===== config.mk =====
export PLATFORM = sky130hd
export DESIGN_NAME = ooo_rename_rob
export DESIGN_NICKNAME = d
export VERILOG_FILES = /design/src/rtl/ooo_pkg.sv /design/src/rtl/ooo_rename_map.sv /design/src/rtl/ooo_issue_pick.sv /design/src/rtl/ooo_rename_rob.sv
export SDC_FILE = /design/constraint.sdc
export NUM_CORES = 1
export LEC_CHECK = 0
export ABC_AREA = 1
export ABC_CLOCK_PERIOD_IN_PS = 3950
export BUFFER_PORTS_ARGS = -buffer_cell sky130_fd_sc_hd__buf_2
export CORE_ASPECT_RATIO = 0.6
export CORE_MARGIN = 2
export CORE_UTILIZATION = 55
export CTS_CLUSTER_DIAMETER = 60
export DETAILED_ROUTE_END_ITERATION = 7
export GPL_ROUTABILITY_DRIVEN = 0
export PLACE_DENSITY_LB_ADDON = 0.15
export SLEW_MARGIN = 20
export SYNTH_ARGS = -nofsm -noshare
export SYNTH_HDL_FRONTEND = slang
export SYNTH_SLANG_ARGS = --single-unit

===== constraint.sdc =====
create_clock -name clk -period 3.95 [get_ports clk]
set_input_delay 1.185 -clock clk [delete_from_list [all_inputs] [get_ports clk]]
set_output_delay 1.185 -clock clk [all_outputs]
set_load 0.02 [all_outputs]

===== src/rtl/ooo_pkg.sv =====
package ooo_pkg;

  // Distance from a ring position 'from' forward to 'to' on a ring of 'depth'.
  function automatic int ring_dist(input int from, input int to, input int depth);
    return (to - from + depth) % depth;
  endfunction

endpackage


===== src/rtl/ooo_rename_map.sv =====
module ooo_rename_map #(
  parameter int DATA_W = 16,
  parameter int REGS   = 8,
  parameter int DEPTH  = 4
) (
  input  logic                     clk,
  input  logic                     rst_n,
  input  logic                     flush,
  input  logic [$clog2(REGS)-1:0]  rd1_reg,
  input  logic [$clog2(REGS)-1:0]  rd2_reg,
  output logic                     rd1_mapped,
  output logic [$clog2(DEPTH)-1:0] rd1_tag,
  output logic [DATA_W-1:0]        rd1_val,
  output logic                     rd2_mapped,
  output logic [$clog2(DEPTH)-1:0] rd2_tag,
  output logic [DATA_W-1:0]        rd2_val,
  input  logic                     map_en,
  input  logic [$clog2(REGS)-1:0]  map_reg,
  input  logic [$clog2(DEPTH)-1:0] map_tag,
  input  logic                     ret_en,
  input  logic [$clog2(REGS)-1:0]  ret_reg,
  input  logic [$clog2(DEPTH)-1:0] ret_tag,
  input  logic [DATA_W-1:0]        ret_val,
  output logic                     map_valid [REGS],
  output logic [$clog2(DEPTH)-1:0] map_tag_o [REGS]
);
  localparam int REG_W = $clog2(REGS);

  logic [DATA_W-1:0] arch [REGS];

  always_ff @(posedge clk) begin
    if (!rst_n) begin
      for (int r = 0; r < REGS; r++) begin
        map_valid[r] <= 1'b0;
        map_tag_o[r] <= '0;
        arch[r]      <= '0;
      end
    end else begin
      for (int r = 0; r < REGS; r++) begin
        if (flush) begin
          map_valid[r] <= 1'b0;
        end else begin
          if (ret_en && ret_reg == REG_W'(r)) begin
            arch[r] <= ret_val;
            if (map_tag_o[r] == ret_tag) map_valid[r] <= 1'b0;  // older mapping only
          end
          if (map_en && map_reg == REG_W'(r)) begin
            map_valid[r] <= 1'b1;
            map_tag_o[r] <= map_tag;
          end
        end
      end
    end
  end

  assign rd1_mapped = map_valid[rd1_reg];
  assign rd1_tag    = map_tag_o[rd1_reg];
  assign rd1_val    = arch[rd1_reg];
  assign rd2_mapped = map_valid[rd2_reg];
  assign rd2_tag    = map_tag_o[rd2_reg];
  assign rd2_val    = arch[rd2_reg];

endmodule


===== src/rtl/ooo_issue_pick.sv =====
module ooo_issue_pick #(
  parameter int DEPTH = 4
) (
  input  logic [DEPTH-1:0]         ready,
  input  logic [$clog2(DEPTH)-1:0] base,
  output logic                     pick_v,
  output logic [$clog2(DEPTH)-1:0] pick_idx
);
  localparam int IDX_W = $clog2(DEPTH);

  // Scan youngest to oldest so the oldest ready entry is the last writer.
  always_comb begin
    pick_v   = 1'b0;
    pick_idx = base;
    for (int k = DEPTH - 1; k >= 0; k--) begin
      if (ready[IDX_W'((int'(base) + k) % DEPTH)]) begin
        pick_v   = 1'b1;
        pick_idx = IDX_W'((int'(base) + k) % DEPTH);
      end
    end
  end

endmodule


===== src/rtl/ooo_rename_rob.sv =====
module ooo_rename_rob #(
  parameter int DATA_W = 16,
  parameter int REGS   = 8,
  parameter int DEPTH  = 4,
  parameter int OP_W   = 3
) (
  input  logic                     clk,
  input  logic                     rst_n,
  input  logic                     disp_valid,
  input  logic [OP_W-1:0]          disp_op,
  input  logic [$clog2(REGS)-1:0]  disp_src1,
  input  logic [$clog2(REGS)-1:0]  disp_src2,
  input  logic [$clog2(REGS)-1:0]  disp_dst,
  output logic                     disp_ready,
  input  logic                     alu_busy,
  output logic                     exe_valid,
  output logic [$clog2(DEPTH)-1:0] exe_tag,
  output logic [OP_W-1:0]          exe_op,
  output logic [DATA_W-1:0]        exe_a,
  output logic [DATA_W-1:0]        exe_b,
  input  logic [DATA_W-1:0]        exe_result,
  input  logic                     exc_in,
  output logic                     ret_valid,
  output logic [$clog2(REGS)-1:0]  ret_reg,
  output logic [DATA_W-1:0]        ret_data
);
  import ooo_pkg::*;

  localparam int REG_W = $clog2(REGS);
  localparam int IDX_W = $clog2(DEPTH);
  localparam int PTR_W = IDX_W + 1;

  // Buffer entries
  logic              e_valid [DEPTH];
  logic              e_done  [DEPTH];
  logic [OP_W-1:0]   e_op    [DEPTH];
  logic [REG_W-1:0]  e_dst   [DEPTH];
  logic [DATA_W-1:0] e_res   [DEPTH];
  logic              s1_rdy  [DEPTH];
  logic [DATA_W-1:0] s1_val  [DEPTH];
  logic [IDX_W-1:0]  s1_tag  [DEPTH];
  logic              s2_rdy  [DEPTH];
  logic [DATA_W-1:0] s2_val  [DEPTH];
  logic [IDX_W-1:0]  s2_tag  [DEPTH];

  logic [PTR_W-1:0] head_q, tail_q, occ;
  logic [IDX_W-1:0] head_idx, tail_idx;
  logic             full, empty;

  // Named internal events
  logic             flush, disp_fire, exe_fire, ret_fire;
  logic [DEPTH-1:0] ready_vec;
  logic             pick_v;
  logic [IDX_W-1:0] pick_idx;

  // Rename lookups
  logic              m1_v, m2_v;
  logic [IDX_W-1:0]  m1_tag, m2_tag;
  logic [DATA_W-1:0] m1_val, m2_val;
  logic              map_valid [REGS];
  logic [IDX_W-1:0]  map_tag   [REGS];
  logic [REGS-1:0]   map_vec;
  logic [DATA_W:0]   op1, op2;

  // {ready, value} for a dispatched source
  function automatic logic [DATA_W:0] resolve(
    input logic mapped, input logic prod_done, input logic [DATA_W-1:0] prod_res,
    input logic bcast_hit, input logic [DATA_W-1:0] bcast_val,
    input logic [DATA_W-1:0] committed);
    if (!mapped)   return {1'b1, committed};
    if (prod_done) return {1'b1, prod_res};
    if (bcast_hit) return {1'b1, bcast_val};
    return {1'b0, committed};
  endfunction

  assign head_idx   = head_q[IDX_W-1:0];
  assign tail_idx   = tail_q[IDX_W-1:0];
  assign occ        = tail_q - head_q;
  assign full       = (occ == PTR_W'(DEPTH));
  assign empty      = (occ == '0);
  assign flush      = exc_in && !empty;
  assign disp_ready = !full;
  assign disp_fire  = disp_valid && !full && !flush;

  generate
    for (genvar i = 0; i < DEPTH; i++) begin : g_rdy
      assign ready_vec[i] = e_valid[i] && !e_done[i] && s1_rdy[i] && s2_rdy[i];
    end
    for (genvar r = 0; r < REGS; r++) begin : g_mv
      assign map_vec[r] = map_valid[r];
    end
  endgenerate

  ooo_issue_pick #(.DEPTH(DEPTH)) i_pick (
    .ready(ready_vec), .base(head_idx), .pick_v(pick_v), .pick_idx(pick_idx)
  );

  assign exe_fire  = pick_v && !flush && !alu_busy;
  assign exe_valid = exe_fire;
  assign exe_tag   = pick_idx;
  assign exe_op    = e_op[pick_idx];
  assign exe_a     = s1_val[pick_idx];
  assign exe_b     = s2_val[pick_idx];

  assign ret_fire  = e_valid[head_idx] && e_done[head_idx] && !flush;
  assign ret_valid = ret_fire;
  assign ret_reg   = e_dst[head_idx];
  assign ret_data  = e_res[head_idx];

  ooo_rename_map #(.DATA_W(DATA_W), .REGS(REGS), .DEPTH(DEPTH)) i_map (
    .clk(clk), .rst_n(rst_n), .flush(flush),
    .rd1_reg(disp_src1), .rd2_reg(disp_src2),
    .rd1_mapped(m1_v), .rd1_tag(m1_tag), .rd1_val(m1_val),
    .rd2_mapped(m2_v), .rd2_tag(m2_tag), .rd2_val(m2_val),
    .map_en(disp_fire), .map_reg(disp_dst), .map_tag(tail_idx),
    .ret_en(ret_fire), .ret_reg(e_dst[head_idx]), .ret_tag(head_idx),
    .ret_val(e_res[head_idx]),
    .map_valid(map_valid), .map_tag_o(map_tag)
  );

  assign op1 = resolve(m1_v, e_done[m1_tag], e_res[m1_tag],
                       exe_fire && pick_idx == m1_tag, exe_result, m1_val);
  assign op2 = resolve(m2_v, e_done[m2_tag], e_res[m2_tag],
                       exe_fire && pick_idx == m2_tag, exe_result, m2_val);

  always_ff @(posedge clk) begin
    if (!rst_n) begin
      head_q <= '0;
      tail_q <= '0;
      for (int i = 0; i < DEPTH; i++) begin
        e_valid[i] <= 1'b0; e_done[i] <= 1'b0; e_op[i] <= '0; e_dst[i] <= '0;
        e_res[i] <= '0; s1_rdy[i] <= 1'b0; s1_val[i] <= '0; s1_tag[i] <= '0;
        s2_rdy[i] <= 1'b0; s2_val[i] <= '0; s2_tag[i] <= '0;
      end
    end else if (flush) begin
      tail_q <= head_q;
      for (int i = 0; i < DEPTH; i++) e_valid[i] <= 1'b0;
    end else begin
      for (int i = 0; i < DEPTH; i++) begin
        if (exe_fire && pick_idx == IDX_W'(i)) begin
          e_done[i] <= 1'b1;
          e_res[i]  <= exe_result;
        end
        if (exe_fire && e_valid[i] && !s1_rdy[i] && s1_tag[i] == pick_idx) begin
          s1_rdy[i] <= 1'b1;
          s1_val[i] <= exe_result;
        end
        if (exe_fire && e_valid[i] && !s2_rdy[i] && s2_tag[i] == pick_idx) begin
          s2_rdy[i] <= 1'b1;
          s2_val[i] <= exe_result;
        end
      end
      if (ret_fire) begin
        e_valid[head_idx] <= 1'b0;
        head_q            <= head_q + 1'b1;
      end
      if (disp_fire) begin
        e_valid[tail_idx] <= 1'b1;
        e_done[tail_idx]  <= 1'b0;
        e_op[tail_idx]    <= disp_op;
        e_dst[tail_idx]   <= disp_dst;
        s1_rdy[tail_idx]  <= op1[DATA_W];
        s1_val[tail_idx]  <= op1[DATA_W-1:0];
        s1_tag[tail_idx]  <= m1_tag;
        s2_rdy[tail_idx]  <= op2[DATA_W];
        s2_val[tail_idx]  <= op2[DATA_W-1:0];
        s2_tag[tail_idx]  <= m2_tag;
        tail_q            <= tail_q + 1'b1;
      end
    end
  end

  // ---------------- assertions ----------------
  AST_NO_OVERFILL: assert property (@(posedge clk) disable iff (!rst_n)
    int'(occ) <= DEPTH);

  AST_EXEC_READY: assert property (@(posedge clk) disable iff (!rst_n)
    exe_valid |-> (e_valid[exe_tag] && !e_done[exe_tag] && s1_rdy[exe_tag] && s2_rdy[exe_tag]));

  AST_RETIRE_STEP: assert property (@(posedge clk) disable iff (!rst_n)
    ret_valid |=> (head_q == PTR_W'($past(head_q) + 1'b1)));

  AST_FLUSH_CLEARS: assert property (@(posedge clk) disable iff (!rst_n)
    flush |=> ((head_q == tail_q) && ($countones(map_vec) == 0)));

  generate
    for (genvar r = 0; r < REGS; r++) begin : g_chk_map
      AST_MAP_IN_WINDOW: assert property (@(posedge clk) disable iff (!rst_n)
        map_valid[r] |-> ((ring_dist(int'(head_idx), int'(map_tag[r]), DEPTH) < int'(occ))
                          && e_valid[map_tag[r]] && e_dst[map_tag[r]] == REG_W'(r)));
    end
    for (genvar i = 0; i < DEPTH; i++) begin : g_chk_ent
      AST_ENTRY_MAPPED: assert property (@(posedge clk) disable iff (!rst_n)
        e_valid[i] |-> (map_valid[e_dst[i]]
          && ring_dist(int'(head_idx), int'(map_tag[e_dst[i]]), DEPTH)
             >= ring_dist(int'(head_idx), i, DEPTH)));
    end
  endgenerate

endmodule


==> results of run 1 <==
==> sequential cells by signal, indices dropped and copies added (netlist names), 8 cells and up, named ones only <==
name	flops
s2_tag	8
e_dst	12
s1_val	64
e_res	64
i_map.map_valid	8
s1_tag	8
i_map.map_tag_o	16
s2_val	64
e_op	12
i_map.arch	128
==> cell families (layout without fill, tap and decap cells) <==
kind of cell	Yosys count	count (layout)
XOR/XNOR	13	13
adder cells (fa/ha/maj)	10	10
buffers and inverters	394	515
AO/OA/AOI/OAI	639	639
AND/OR/NAND/NOR	1317	1317
flip-flops	408	408
other	0	1
==> per-stage QoR <==
step	util, %	cells
floorplan	-	2781
global placement	59.6	3369
detailed placement	59.6	3369
CTS	63.1	3447
global route	64.6	3462
finish	64.7	3463
==> final cells by class <==
type | count | area share, %
tap | 560 | 2.66
clock buffer | 52 | 4.21
clock inverter | 23 | 0.788
antenna | 1 | 0.00949
sequential | 408 | 44.7
timing repair buffer | 231 | 7.54
inverter | 209 | 3.01
multi-input combinational | 1979 | 37.0
==> metal layers <==
| layer | GRT usage [%] | up-vias |
|---|---|---|
| met2 | 52.6 | 1926 |
| met1 | 54.7 | 10400 |
| li1 | - | 9806 |
| met4 | 13.1 | 0 |
| met5 | 0 | - |
| met3 | 9.14 | 296 |
==> timing repair <==
item,in CTS,in global routing
buffers inserted,2,8
pin swaps,3,31
endpoints found under the setup margin,35,36
gates resized for setup,20,117
gates cloned,1,8
==> worst max path at each step <==
stage,startpoint,slack (ps),cells after the start,to
final,head_q[0],-110,15,exe_b[5]
after global routing,head_q[0],-210,16,exe_a[2]
after CTS,head_q[0],-9,16,exe_a[7]
after detailed placement,disp_src2[0],250,14,s2_val[0][9]
after global placement,disp_src2[0],290,14,s2_val[0][9]
after floorplan,head_q[1],120,13,s1_rdy[3]
==> placed cells by master, fill, tap and decap left out, types with 16 or more instances in the layout <==
| cell type | n |
|---|---|
| a21oi_1 | 173 |
| a22oi_2 | 16 |
| buf_2 | 55 |
| buf_4 | 126 |
| buf_6 | 30 |
| clkbuf_16 | 49 |
| dfxtp_1 | 42 |
| edfxtp_1 | 362 |
| inv_1 | 180 |
| inv_2 | 19 |
| nand2_1 | 533 |
| nand2_2 | 23 |
| nand3_1 | 332 |
| nand3_2 | 21 |
| nand4_1 | 21 |
| nor2_1 | 341 |
| o211ai_1 | 53 |
| o21ai_0 | 269 |
| o21ai_1 | 48 |
| o22ai_1 | 22 |
==> synth_stat cells (8+ instances only) <==
cell type | count | share of area (%)
buf_1 | 17 | 0.28
inv_1 | 183 | 3.0
a31oi_1 | 15 | 0.41
buf_2 | 68 | 1.5
inv_2 | 18 | 0.29
edfxtp_1 | 362 | 47
nor2_2 | 8 | 0.22
dfxtp_1 | 46 | 4.0
nand3_1 | 343 | 7.5
a21oi_1 | 173 | 3.8
clkbuf_1 | 88 | 1.4
o21ai_1 | 46 | 1.0
nand2_1 | 547 | 8.9
nand4_1 | 21 | 0.57
o211ai_1 | 53 | 1.7
nand3_2 | 11 | 0.48
o21ai_0 | 272 | 5.9
ha_1 | 10 | 0.54
a22oi_1 | 27 | 0.88
buf_6 | 8 | 0.39
a41oi_1 | 14 | 0.53
nand2_2 | 16 | 0.44
nor2_1 | 342 | 5.6
o22ai_1 | 22 | 0.60
==> power groups by stage <==
stage,clock [mW],sequential [mW],combinational [mW]
2_1_floorplan,0,5.58,3.55
3_3_place_gp,0,5.65,5.45
3_5_place_dp,0,5.66,5.55
4_1_cts,3.95,5.58,5.67
5_1_grt,4.12,5.65,6.93
6_report,3.97,5.61,6.58
==> worst max-delay path, delay by kind of cell (launching register included) <==
kind                     cells  cell delay, ps
AO/OA/AOI/OAI                2             300
buffers and inverters        5             580
AND/OR/NAND/NOR              7             750
flip-flops                   1             370
adder cells (fa/ha/maj)      1             310
==> run metrics, run 1 <==
status=complete, but fails checks; failing checks=negative setup slack; CTS tree=done; RSZ-0062 raised after global routing=yes; Final Slew Violations=0; DP Worst Slack=250 ps; clk sinks=408; Detailed Route Iter0 Violations=3,851; H-tree levels=2; Comb power frac=40.7%; Period minus WS final=4060 ps; layout cell share with drive strength beyond 1=14.3%; Die ar.=43,500 um2; root buf cell=clkbuf_16; DIE HEIGHT=162 um; critical path class=reg2out; worst rel slew slack=32.2%; register bit total from synthesis=408; RR Endpoint=e_dst[0][0]; DRC Markers=0; Switching Share=40.1%; Mean Syn Cell Area=8.26 um2; # port buffers=91; clock buffer count from CTS=41; fin area=26,400 um2; Hold-fix buffers, CTS=0; Core Area=40,800 um2; HP Class=reg2reg; cell depth of the worst flop-to-flop path=16; uppermost routed layer=met4; CP Capture Type=output pin; Worst Hold Depth=2; hold endpoint=i_map.map_valid[5]; Via-to-Cell Ratio=6.48; startpoint types=flip-flop; CTS Buffer Depth=3; largest family of logic cells by synthesized area=simple AND/OR/NAND/NOR gates; largest net degree at the start of global routing=103; M1 wire length=31.9 mm; sequential element share of the synthesized area=51.4%; Max-Cap Viols=0; number of nets in the layout=2,913; power share of the clock group=24.6%; PwrDens=613 nW/um2; GRT Util Overall=37.0%; Crit Path Max Fanout=6; Post-DRT Antenna Nets=0; Net Sw Power=6.48 mW; io pins=92; post-synth cell types=46; Mapped Area=23,000 um2; Seq. cell area=11,800 um2; area post-placement=24,300 um2; final hold vios=0; routed wl met2=34.1 mm; Final Cycle Share=103%; Power, Total=16.2 mW; ys async rst share=0%; part of the power in registers=34.7%; WL final=83.4 mm; first-pass GRT wire length=122 mm; Worst-path clk slew=70 ps; initial antenna violation count=0; # rows=57; worst-margin pin slew=1010 ps; Critical Path RT=2760 ps; Final WS setup=-114 ps; slowest CP cell=dfxtp_4; Initial Util=56.3%; R2R Setup Slk=340 ps; Setup TNS Final=-2200 ps; Yosys warnings=0; post-synthesis simple-gate area fraction=25.0%; post-synthesis cell count=2,781; vias in the first global route=20,400; XOR/XNOR Fraction of Synth Area=0.496%; clock skew=25.6 ps; Fillers=3,359; count of final setup violators=31; internal power=9.68 mW; Synth Flop Type=edfxtp_1; Worst-Skew Late Latency=570 ps; maximum vdd drop=568 uV; area of the multi-input gates=9770 um2; LEAKAGE=10.6 nW; number of enable flip-flop cells after synthesis=362; area grow syn2layout=14.9%; Pre-antenna DRT Iters=8; hold_ws=485 ps; RR Startpoint=head_q[1]; chip width=268 um; cells along the critical path=inv_4, ha_4, inv_4, nand3_2, nand2_2, o21ai_4, nand2_2, nand2_4, nand2_4, nor2_4, buf_12, clkbuf_16, a22oi_2, nand3_1, buf_6; post-synthesis mux area share=0%; Detail Placement HPWL=55.2 mm; FMAX=246 MHz; Met3 Wirelength=14.1 mm; syn nets=2,824; WP data arrival=2880 ps; crit-path max cell delay=370 ps; Hold Path Origin=i_map.map_valid[5]; Via Count=22,400; Compound-Gate Fraction of Synth Area=15.5%; total grt overflow=0; Synth Area in Adders=0.545%; routed len/inst=24.1 um
Power figures use the tool's default switching activity.
==> run 2, diff against run 1 <==
--- a/config.mk
+++ b/config.mk
@@ -7,12 +7,12 @@
 export LEC_CHECK = 0
 export ABC_AREA = 1
 export ABC_CLOCK_PERIOD_IN_PS = 3950
-export BUFFER_PORTS_ARGS = -buffer_cell sky130_fd_sc_hd__buf_2
 export CORE_ASPECT_RATIO = 0.6
 export CORE_MARGIN = 2
 export CORE_UTILIZATION = 55
 export CTS_CLUSTER_DIAMETER = 60
 export DETAILED_ROUTE_END_ITERATION = 7
+export DONT_BUFFER_PORTS = 1
 export GPL_ROUTABILITY_DRIVEN = 0
 export PLACE_DENSITY_LB_ADDON = 0.15
 export SLEW_MARGIN = 20
==> run 2 against run 1 <==
The run still ends with negative setup slack left. Routed wire length increased by 2.1%. Non-clock buffer count down 83. Sequential cell count stayed put. Combinational power is 4.3% higher. Die area unchanged. Largest cell class unchanged. Count of clock-buffer cells in the layout grew 11. Cell count down 2.4%. First-iteration DRC count is 2.2% higher. Highest routed layer unchanged. Clock power grew 1%. Global-route usage rose by 0.46 points.
==> run metrics, run 2 (synthesized netlist as in run 1, its figures left out) <==
status=complete, but fails checks; failing checks=negative setup slack; critical path class=reg2out; chip width=268 um (unchanged); count of final setup violators=34 (+9.7%); largest net degree at the start of global routing=122 (+18%); startpoint types=flip-flop; final hold vios=0 (unchanged); WL final=85.2 mm (+2.1%); Final WS setup=-107 ps (+7.82 ps); Via Count=22,300 (-0.76%); clock skew=52.1 ps (+26.5 ps); Comb power frac=41.7% (+1.0 points); Net Sw Power=6.76 mW (+4.3%); Initial Util=56.3% (unchanged); Max-Cap Viols=0 (unchanged); maximum vdd drop=552 uV (-2.9%); vias in the first global route=20,300 (-0.27%); Worst-Skew Late Latency=580 ps (about the same); Crit Path Max Fanout=6 (unchanged); internal power=9.71 mW (+0.30%); most common cell after layout, fill and taps aside=nand2_1; Power, Total=16.5 mW (+1.9%); Core Area=40,800 um2 (unchanged); H-tree levels=2 (unchanged); root buf cell=clkbuf_16; # port buffers=0 (-100%); CTS Buffer Depth=3 (unchanged); clock buffer count from CTS=41 (unchanged); part of the power in registers=34.0% (-0.7 points); Switching Share=41.0% (+0.93 points); Pre-antenna DRT Iters=7 (-1); # rows=57 (unchanged); FMAX=247 MHz (+0.19%); power share of the clock group=24.3% (-0.3 points); Seq. cell area=11,800 um2 (about the same); HP Class=reg2reg; total grt overflow=0 (unchanged); initial antenna violation count=0 (unchanged); number of nets in the layout=2,830 (-2.8%); io pins=92 (unchanged); layout cell share with drive strength beyond 1=12.8% (-1.5 points); PwrDens=631 nW/um2 (+2.9%); area of the multi-input gates=9910 um2 (+1.4%); Fillers=3,420 (+1.8%); first-pass GRT wire length=123 mm (+0.91%); Detail Placement HPWL=54.0 mm (-2.2%); RSZ-0062 raised after global routing=yes; worst rel slew slack=36.0% (+3.8 points); Via-to-Cell Ratio=6.58 (+1.7%); antenna cell count=0 (-1); GRT Util Overall=37.4% (+0.46 points); Setup TNS Final=-1550 ps (+656 ps); Hold-fix buffers, CTS=0 (unchanged); Critical Path RT=2760 ps (about the same); Worst-path clk slew=70 ps (about the same); worst-margin pin slew=957 ps (-56.8 ps); LEAKAGE=10.4 nW (-2.2%); area grow syn2layout=13.7%; WP data arrival=2870 ps (about the same); Largest register FFs=128 (unchanged); Final Slew Violations=0 (unchanged); Post-DRT Antenna Nets=0 (unchanged); DIE HEIGHT=162 um (unchanged); CTS tree=done; most frequent cells in the layout=509 x nand2_1, 362 x edfxtp_1, 340 x nor2_1; Period minus WS final=4060 ps (-7.82 ps); Top reg by flops=i_map.arch; Final Cycle Share=103% (-0.20 points); final core occ=64.0% (-0.64 points); Die ar.=43,500 um2 (unchanged); DRC Markers=0 (unchanged); Detailed Route Iter0 Violations=3,937 (+2.2%); CP Capture Type=output pin; clk sinks=408 (unchanged); routed len/inst=25.2 um (+4.6%)
-- run 2: path summary, 6_finish.rpt --
path / start / to / slack [ps] / cells after the start
worst max register to register: head_q[1] / s1_val[3][13] / 310 / 17
worst min-delay path: i_map.map_valid[5] / i_map.map_valid[5] / 480 / 2
worst max-delay path: s2_rdy[3] / exe_a[14] / -110 / 15
worst min register to register: i_map.map_valid[5] / i_map.map_valid[5] / 480 / 2
-- run 2: what timing repair did --
item                                    4_1_cts  5_1_grt
hold endpoints to repair                      0        0
gates cloned                                  3       12
endpoints found under the setup margin       35       36
pin swaps                                    12       49
resized for setup                            36      105
buffers inserted                              7       15
-- run 2: worst max-delay path, stage by stage (launching register included) --
cell       delay [ps]
edfxtp_1          450
nand2_2           130
inv_2              50
nand3_2            80
nand2_2            70
nand2_2            90
nand2_4            60
o21ai_4           170
nand2_2           110
nand2_2           110
nand2_4            90
nor2_8            290
clkbuf_16         260
nand2_4            40
nand4_1           140
buf_6             140
-- run 2: final cells by class --
| type | count | area share (%) |
|---|---|---|
| Clock buffer | 63 | 4.52 |
| Clock inverter | 13 | 0.546 |
| Inverter | 209 | 3.10 |
| Multi-Input combinational cell | 1979 | 38.0 |
| Sequential cell | 408 | 45.2 |
| Tap cell | 560 | 2.68 |
| Timing Repair Buffer | 148 | 5.98 |
-- run 2: power by group through the flow --
stage | combinational [mW] | sequential, mW | clock, mW
after floorplan | 3.55 | 5.58 | 0
after detailed placement | 5.33 | 5.65 | 0
after global placement | 5.24 | 5.63 | 0
after CTS | 5.84 | 5.57 | 3.99
after global routing | 7.13 | 5.64 | 4.18
final | 6.86 | 5.60 | 4.01
-- run 2: routing by layer --
layer	track usage, %	share of wire, %	vias up
li1	-	-	9639
met5	0	0	-
met3	9.90	17	334
met2	52.2	40	1943
met1	55.1	39	10300
met4	15.2	4.8	0
-- run 2: metrics by stage --
stage          setup WS, ps  hold WS (ps)  std cells  cell area (um2)
2_1_floorplan           116           444       2781            23000
3_3_place_gp            218           458       3267            23800
3_5_place_dp            190           463       3267            23800
4_1_cts               -29.5           481       3353            25400
5_1_grt                -118           493       3380            26100
6_report               -107           481       3380            26100
